`src/rtl/adc_ctrl_pkg.sv`:
```
// Shared types for the converter control block.
// Assumes: the pw_state_t encoding is visible on the pwr_mode port.
package adc_ctrl_pkg;
    typedef enum logic [1:0] {
        PW_RUN   = 2'b00,
        PW_NAP   = 2'b01,
        PW_SLEEP = 2'b10,
        PW_WAKE  = 2'b11
    } pw_state_t;
endpackage

```
`src/rtl/cvst_sync.sv`:
```
// Synchronises the asynchronous convert request and flags its falling edge.
// Assumes: STAGES >= 2, and the request idles high.
module cvst_sync #(
    parameter int STAGES = 2
) (
    input  logic clk,
    input  logic rst_n,
    input  logic req_n,
    output logic fall_o
);
    logic [STAGES-1:0] sh;
    logic              last;

    // shift the request through the synchroniser and keep one older copy
    always_ff @(posedge clk) begin
        if (!rst_n) begin
            sh   <= '1;
            last <= 1'b1;
        end else begin
            sh   <= {sh[STAGES-2:0], req_n};
            last <= sh[STAGES-1];
        end
    end

    assign fall_o = last & ~sh[STAGES-1];
endmodule

```
`src/rtl/pwr_mgr.sv`:
```
// Power-state sequencer: run, nap, sleep and a counted wake-up.
// Assumes: shdn_n and cs_n are synchronous, and both wake counts are >= 1.
// Shutdown is held off while a conversion is running.
module pwr_mgr
    import adc_ctrl_pkg::*;
#(
    parameter int NAP_WAKE_CYC   = 50,
    parameter int SLEEP_WAKE_CYC = 40_000_000
) (
    input  logic      clk,
    input  logic      rst_n,
    input  logic      shdn_n,
    input  logic      cs_n,
    input  logic      conv_busy,
    output pw_state_t state,
    output logic      conv_ok
);
    localparam int MAXW  = (SLEEP_WAKE_CYC > NAP_WAKE_CYC) ? SLEEP_WAKE_CYC : NAP_WAKE_CYC;
    localparam int CNT_W = $clog2(MAXW + 1);

    logic [CNT_W-1:0] cnt;
    logic             deep;

    // state transitions and wake-up countdown
    always_ff @(posedge clk) begin
        if (!rst_n) begin
            state <= PW_RUN;
            cnt   <= '0;
            deep  <= 1'b0;
        end else begin
            case (state)
                PW_RUN: if (!shdn_n && !conv_busy) begin
                    state <= cs_n ? PW_SLEEP : PW_NAP;
                    deep  <= cs_n;
                end
                PW_NAP: if (shdn_n) begin
                    state <= PW_WAKE;
                    cnt   <= CNT_W'(NAP_WAKE_CYC - 1);
                end else if (cs_n) begin
                    state <= PW_SLEEP;
                    deep  <= 1'b1;
                end
                PW_SLEEP: if (shdn_n) begin
                    state <= PW_WAKE;
                    cnt   <= CNT_W'(SLEEP_WAKE_CYC - 1);
                end
                default: if (!shdn_n) begin
                    if (deep || cs_n) begin
                        state <= PW_SLEEP;
                        deep  <= 1'b1;
                    end else begin
                        state <= PW_NAP;
                    end
                end else if (cnt == '0) begin
                    state <= PW_RUN;
                end else begin
                    cnt <= cnt - 1'b1;
                end
            endcase
        end
    end

    assign conv_ok = (state == PW_RUN) && shdn_n;


    sleep_hold_chk: assert property (@(posedge clk) disable iff (!rst_n)
        (state == PW_SLEEP && !shdn_n) |=> state == PW_SLEEP);


    run_from_wake_chk: assert property (@(posedge clk) disable iff (!rst_n)
        (state == PW_RUN && $past(state) != PW_RUN && $past(rst_n)) |-> $past(state) == PW_WAKE);
endmodule

```
`src/rtl/conv_ctl.sv`:
```
// Conversion handshake: accepts a start, drives busy, captures the result.
// Assumes: the sequencer raises done once per start. Requests seen while
// busy are dropped, not queued.
module conv_ctl #(
    parameter int DW = 16
) (
    input  logic          clk,
    input  logic          rst_n,
    input  logic          fall,
    input  logic          cs_n,
    input  logic          conv_ok,
    input  logic          eng_done,
    input  logic [DW-1:0] eng_code,
    output logic          eng_start,
    output logic          busy_n,
    output logic [DW-1:0] result
);
    // accept a start when idle; finish and capture the result on done
    always_ff @(posedge clk) begin
        if (!rst_n) begin
            busy_n    <= 1'b1;
            eng_start <= 1'b0;
            result    <= '0;
        end else begin
            eng_start <= 1'b0;
            if (busy_n) begin
                if (fall && !cs_n && conv_ok) begin
                    busy_n    <= 1'b0;
                    eng_start <= 1'b1;
                end
            end else if (eng_done) begin
                busy_n <= 1'b1;
                result <= eng_code;
            end
        end
    end


    busy_hold_chk: assert property (@(posedge clk) disable iff (!rst_n)
        (!busy_n && !eng_done) |=> !busy_n);


    start_sel_chk: assert property (@(posedge clk) disable iff (!rst_n)
        eng_start |-> $past(!cs_n));


    start_idle_chk: assert property (@(posedge clk) disable iff (!rst_n)
        eng_start |-> $past(busy_n));


    stray_done_chk: assert property (@(posedge clk) disable iff (!rst_n)
        (busy_n && eng_done) |=> $stable(result));
endmodule

```
`src/rtl/adc_ctrl_top.sv`:
```
// Converter control top: synchroniser, power sequencer, conversion handshake
// and bus gating. Assumes the select, read and power-down inputs are
// synchronous. The bus is a data word plus an enable, not a true tristate.
module adc_ctrl_top
    import adc_ctrl_pkg::*;
#(
    parameter int DW             = 16,
    parameter int SYNC_STAGES    = 2,
    parameter int NAP_WAKE_CYC   = 50,
    parameter int SLEEP_WAKE_CYC = 40_000_000
) (
    input  logic          clk,
    input  logic          rst_n,
    input  logic          cs_n,
    input  logic          convst_n,
    input  logic          rd_n,
    input  logic          shdn_n,
    output logic          eng_start,
    input  logic          eng_done,
    input  logic [DW-1:0] eng_code,
    output logic          busy_n,
    output logic [DW-1:0] bus_data,
    output logic          bus_oe,
    output logic [1:0]    pwr_mode
);
    logic          fall;
    logic          conv_ok;
    pw_state_t     pstate;
    logic [DW-1:0] result;

    cvst_sync #(.STAGES(SYNC_STAGES)) u_sync (
        .clk(clk), .rst_n(rst_n), .req_n(convst_n), .fall_o(fall)
    );

    pwr_mgr #(.NAP_WAKE_CYC(NAP_WAKE_CYC), .SLEEP_WAKE_CYC(SLEEP_WAKE_CYC)) u_pwr (
        .clk(clk), .rst_n(rst_n), .shdn_n(shdn_n), .cs_n(cs_n),
        .conv_busy(~busy_n), .state(pstate), .conv_ok(conv_ok)
    );

    conv_ctl #(.DW(DW)) u_conv (
        .clk(clk), .rst_n(rst_n), .fall(fall), .cs_n(cs_n), .conv_ok(conv_ok),
        .eng_done(eng_done), .eng_code(eng_code), .eng_start(eng_start),
        .busy_n(busy_n), .result(result)
    );

    // bus gating: drive the result only while selected and read
    always_comb begin
        bus_oe   = ~cs_n & ~rd_n;
        bus_data = bus_oe ? result : '0;
    end

    assign pwr_mode = pstate;


    start_ready_chk: assert property (@(posedge clk) disable iff (!rst_n)
        eng_start |-> $past(conv_ok));
endmodule

```
`config.mk`:
```
export PLATFORM = sky130hd
export DESIGN_NAME = adc_ctrl_top
export DESIGN_NICKNAME = d
export VERILOG_FILES = /design/src/rtl/adc_ctrl_pkg.sv /design/src/rtl/cvst_sync.sv /design/src/rtl/pwr_mgr.sv /design/src/rtl/conv_ctl.sv /design/src/rtl/adc_ctrl_top.sv
export SDC_FILE = /design/constraint.sdc
export NUM_CORES = 1
export LEC_CHECK = 0
export ABC_AREA = 0
export BUFFER_PORTS_ARGS = -buffer_cell sky130_fd_sc_hd__buf_2
export CAP_MARGIN = 20
export CORE_MARGIN = 10
export CORE_UTILIZATION = 50
export DETAILED_ROUTE_END_ITERATION = 10
export GPL_TIMING_DRIVEN = 0
export PLACE_DENSITY = 0.75
export SYNTH_ARGS = -nofsm -noshare
export SYNTH_HDL_FRONTEND = slang
export SYNTH_SLANG_ARGS = --single-unit
```
`constraint.sdc`:
```
create_clock -name clk -period 2.4 [get_ports clk]
set_input_delay 0.12 -clock clk [delete_from_list [all_inputs] [get_ports clk]]
set_output_delay 0.12 -clock clk [all_outputs]
set_load 0.005 [all_outputs]
```
* Word level (Yosys, flattened, before mapping)
Index checks and enable logic that the tools add are counted.
** Storage, ports and cells
- Register bits after elaboration :: 50
- Bits in latches :: 0
- RAM bits :: 0
- Bits in read-only memories :: 0
- Input port bits :: 23
- Output and inout bits :: 21
- Word-level logic and storage cells :: 67
- Memories kept :: 0
** Operators by class
- $add $sub $neg :: 1
- Multiply operators :: 0
- Divide/modulo/power cells :: 0
- Magnitude comparators :: 0
- Equal/unequal tests :: 10
- Shift operators :: 0
- Muxes and demuxes :: 25
- Bitwise logic cells :: 8
- Reduce and logical (&&, ||, !) cells :: 15
** Operators with widths (count)
- 2-to-1 mux 26 bit :: 4
- one-hot mux 26 bit (3 select lines) :: 1
- zero test 26 bit :: 1
- subtractor 26 x 1 -> 26 bit, second input constant :: 1
- 2-to-1 mux 16 bit :: 1
- 2-to-1 mux 2 bit :: 8
- 2-to-1 mux 1 bit :: 9
- inequality test 2 bit, second input constant :: 3
- inequality test 3 bit, second input constant :: 2
- inverter 1 bit :: 6
- one-hot mux 2 bit (3 select lines) :: 1
- AND reduction 6 bit :: 1
- inequality test 5 x 1 -> 1 bit, second input constant :: 1
- logical AND 1 bit :: 4
- inequality test 2 x 1 -> 1 bit, second input constant :: 2
- AND reduction 2 bit :: 2
- AND reduction 4 bit :: 1
- one-hot mux 1 bit (3 select lines) :: 1
- AND reduction 3 bit :: 1
- nonzero test 3 bit :: 1
- AND 1 bit :: 2
- equality test 2 x 1 -> 1 bit, second input constant :: 1
- equality test 2 bit, second input constant :: 1
- zero test 1 bit :: 2
- other kinds (2) :: 2

* Logic depth before layout (Yosys ltp)
- Depth in word-level cells :: 6
- Depth in mapped cells :: 9
- Gate-level depth less buffers :: 7

* Modules after synthesis
Synthesis repeated with hierarchy kept, for this count alone.
** Second synthesis, totals
- Cell total of the unflattened synthesis :: 354
- Area total of the unflattened synthesis :: 2901.5 um^2
** Modules (own cells, without submodules)
- pwr_mgr :: times used 1, cells an instance 248, area each 1916.8 um^2, sequential area each 580.6 um^2
- conv_ctl :: times used 1, cells an instance 77, area each 673.1 um^2, sequential area each 360.3 um^2
- adc_ctrl_top :: times used 1, cells an instance 22, area each 226.5 um^2, sequential area each 0.0 um^2
- cvst_sync :: times used 1, cells an instance 7, area each 85.1 um^2, sequential area each 60.1 um^2

* Least setup slack after synthesis
Ideal clock, no wire load.
- Kind :: register to register
- Start :: register u_pwr.cnt[0]
- End :: register u_pwr.cnt[1]
- Library setup time :: 115 ps
- Arrival :: 2087 ps
- Required time :: 2285 ps
- Path slack :: 198 ps
- Stages on the path, launching flop included :: 10
- Path buffers :: 2
- Clock period less this slack :: 2202 ps
- Cell sequence :: dfxtp_1 -> inv_1 -> ha_1 -> or4b_1 -> nor4_1 -> a21o_2 -> buf_4 -> buf_6 -> nand2_1 -> and3_1
** On the way
- Word-level cells in the longest chain between the ends :: 4
- Elaborated cells between the ends (all ways) :: 7
- Those cells by class :: add/sub: 1; eq/ne: 1; mux: 3; reduce/logical: 2
** RTL lines
- start, declared :: RTL line pwr_mgr.sv:21 : logic [CNT_W-1:0] cnt;
- start signal, assigned :: RTL line pwr_mgr.sv:38 : cnt <= CNT_W'(NAP_WAKE_CYC - 1);
- start signal, assigned :: RTL line pwr_mgr.sv:45 : cnt <= CNT_W'(SLEEP_WAKE_CYC - 1);
- start signal, assigned :: RTL line pwr_mgr.sv:57 : cnt <= cnt - 1'b1;
- subtractor 26 x 1 -> 26 bit :: RTL line pwr_mgr.sv:57
- 2-to-1 mux 26 bit :: RTL line pwr_mgr.sv:54 : end else if (cnt == '0) begin
- 2-to-1 mux 26 bit :: RTL line pwr_mgr.sv:47 : default: if (!shdn_n) begin
- one-hot mux 26 bit (3 select lines) :: RTL line pwr_mgr.sv:31 : case (state)
Parallel ways exist; a longest one is shown, timed or not. The select of a mux whose other input is x is not followed.
A chain may end at the register's enable or synchronous reset.

* Worst setup path after layout
- Start :: register u_pwr.cnt[0]
- End :: register u_pwr.cnt[23]
The elaborated chain is that of the path after synthesis.

==> flow_metrics.tcl <==
set metrics [dict create \
    synth_edf_count 0 \
    cts-buffers-inserted 5 \
    synth_top_area_share_pct 37.83 \
    grt_first_pass_wirelength_um 11770 \
    cts_sinks 50 \
    clk_latency_ns 0.31 \
    clk_pin_slew_ns 0.10 \
    synth-xor-area-share_pct 0.3310 \
    fin_crit_ns 2.331 \
    gr-total-overflow 0 \
    io_pins 44 \
    synth_compound_area_share_pct 23.59 \
    critPathMaxFanout 5 \
    drt_pass1_iterations 4 \
    place.gp.congestion 0.9121 \
    ant_nets 0 \
    synthArstFlopShare_pct 0 \
    synth_cell_type_count 60 \
    synth_warnings 0 \
    cts_max_path_buffers 2 \
    placed_area_mm2 0.002944 \
    fin_tns_setup_ns 0 \
    wl_per_cell_um 15.61 \
    grt_use_total_pct 16.28 \
    antenna_found_initial 0 \
    syn_area_mm2 0.002646 \
    final_area_mm2 0.003154 \
    grt_pass1_vias 2534 \
    antenna_cells 0 \
    clock.fmax_mhz 429.0 \
    synth.area.top_cells "dfxtp_1, nand2_1, a21boi_0" \
    rrSetupSlack_ns 0.07 \
    start_util_pct 51.81 \
    skew_ns 0.01624 \
    cts-root-buf "clkbuf_8" \
    setup_viol 0 \
    syn_nets 352 \
    cap_violations 0 \
    drt-total-wl_um 7011 \
    final_max_slew_viol_count 0 \
    fp.coreArea_mm2 0.005107 \
    yosysSeqAreaShare_pct 37.83 \
    post-route-drc-count 0 \
    cp.arrival_ns 2.57 \
    ys_seq_elements 50 \
    path_class "flip-flop to flip-flop" \
    via_count 2563 \
    syn_inst 324 \
    ys.flop_type "dfxtp_1" \
    hold_viol_final 0 \
    h-tree-depth 2 \
    dieArea_mm2 0.008603 \
    rows 26 \
    hpwl_um 4950 \
    timing.slew.headroom_pct 61.69 \
    cp-end-kind "flip-flop" \
    tightest_slew_ns 0.5731 \
    cts_tree "done" \
    crit_required_ns 2.64 \
    hold_slack_ns 0.03859 \
    synthAdderAreaFrac_pct 2.364 \
    drt_iter0_drc 192 \
    period_share_pct 97.13 \
    area_delta_synth_final_pct 19.20 \
    hold_class "input port to flip-flop" \
    die_w_um 92.75 \
    synth_top_area_cell "dfxtp_1" \
    grt_max_degree 17 \
    drt-vias-per-instance 5.708 \
    synth-simple-area-share_pct 29.27 \
    synth_mux_area_share_pct 1.513 \
    die_h_um 92.75 \
    startpoint_type "flip-flop" \
    drive_gt1_share_pct 22.16 \
    run_status "finished clean" \
    synth_top_family_by_area "simple AND/OR/NAND/NOR gates" \
    layout.nets 406 \
    synth.avg_cell_area_um2 8.168 \
    io_buffers 42 \
]
## worst max-delay path, stage by stage (launching register included)
cell and delay, ns:
dfxtp_1 0.34, or4_4 0.56, or3b_1 0.41, or3_4 0.38, or4_1 0.42, a21oi_1 0.15
## layout make-up
cell class                 instances  area, um^2
buffer                            21       111.4
clock buffer                       5       68.82
clock inverter                     3       21.27
fill                             484        1953
inverter                           8       30.03
multi-input combinational        245        1570
sequential                        50        1002
tap                               70       87.58
timing repair buffer              47       262.8
## registers in the layout, summed over array words and instances, names as in the netlist
register          flops
u_pwr.cnt            26
u_sync.sh             2
u_conv.busy_n         1
u_conv.result        16
u_sync.last           1
u_pwr.deep            1
u_conv.eng_start      1
u_pwr.state           2
## cells by family after synthesis
logic type                 Yosys count
DFF                                 50
muxes                                4
buffers and inverters               29
xor gates and xnor gates             1
adders and majority gates            5
AOI/OAI and AO/OA                   90
and+or+nand+nor                    145
## final timing paths
path,start,end,cells past startpoint
worst min-delay path,eng_code[4],u_conv.result[4],3
worst max register to register,u_pwr.cnt[0],u_pwr.cnt[23],5
worst max-delay path,u_pwr.cnt[0],u_pwr.cnt[23],5
worst min register to register,u_sync.sh[0],u_sync.sh[1],1
## repair_timing
action                     in CTS  in global routing
cloned                          0                  0
pin swaps                       1                  2
hold buffers                    1                  0
resized for setup               6                 11
hold endpoints to repair        1                  0
setup endpoints to repair      23                 25
setup buffers                   3                  1
## cells in the mapped netlist (2+ instances only)
cell type,instances
nand2_1,56
o22ai_1,3
nor4_1,4
o21ai_0,9
ha_1,5
or4_1,7
nor2b_1,5
nor2_1,13
nand2b_1,8
mux2i_1,4
a21oi_1,21
or4_4,2
o211ai_1,4
nand3_1,8
a31o_2,5
and2_1,16
or3_1,5
inv_1,8
a21boi_0,16
nand3b_1,2
o41ai_1,6
o21ai_1,2
o31ai_1,10
and3_1,3
clkbuf_1,15
nor3_1,4
dfxtp_1,50
## routing by layer
layer	up-vias	wire, um	global-route usage, %
li1	1271	-	-
met3	14	412	3.067
met4	0	123	5.913
met5	-	0	0
met1	1202	2999	18.89
met2	76	3476	29.00
## cells in the final DEF (no fill, tap or decap), types with 7 or more instances in the layout
master,instances
nor2_1,13
or4_1,7
a21boi_0,16
nand2b_1,8
nand2_1,56
buf_2,44
o31ai_1,9
a21oi_1,21
inv_1,7
dfxtp_1,49
and2_1,16
o21ai_0,9
nand3_1,8
clkbuf_1,13
## metrics by stage
stage                     setup WS [ns]  utilization (%)  cells
after floorplan                  0.1980                -    324
after global placement          -0.6429            57.64    436
after detailed placement        -0.7298            57.64    436
after CTS                       0.02196            61.00    448
after global routing           -0.01373            61.76    449
final                           0.06879            61.76    449
Power is not shown: default switching activity piles up to over one toggle a cycle in this logic, so the estimate is an artifact.
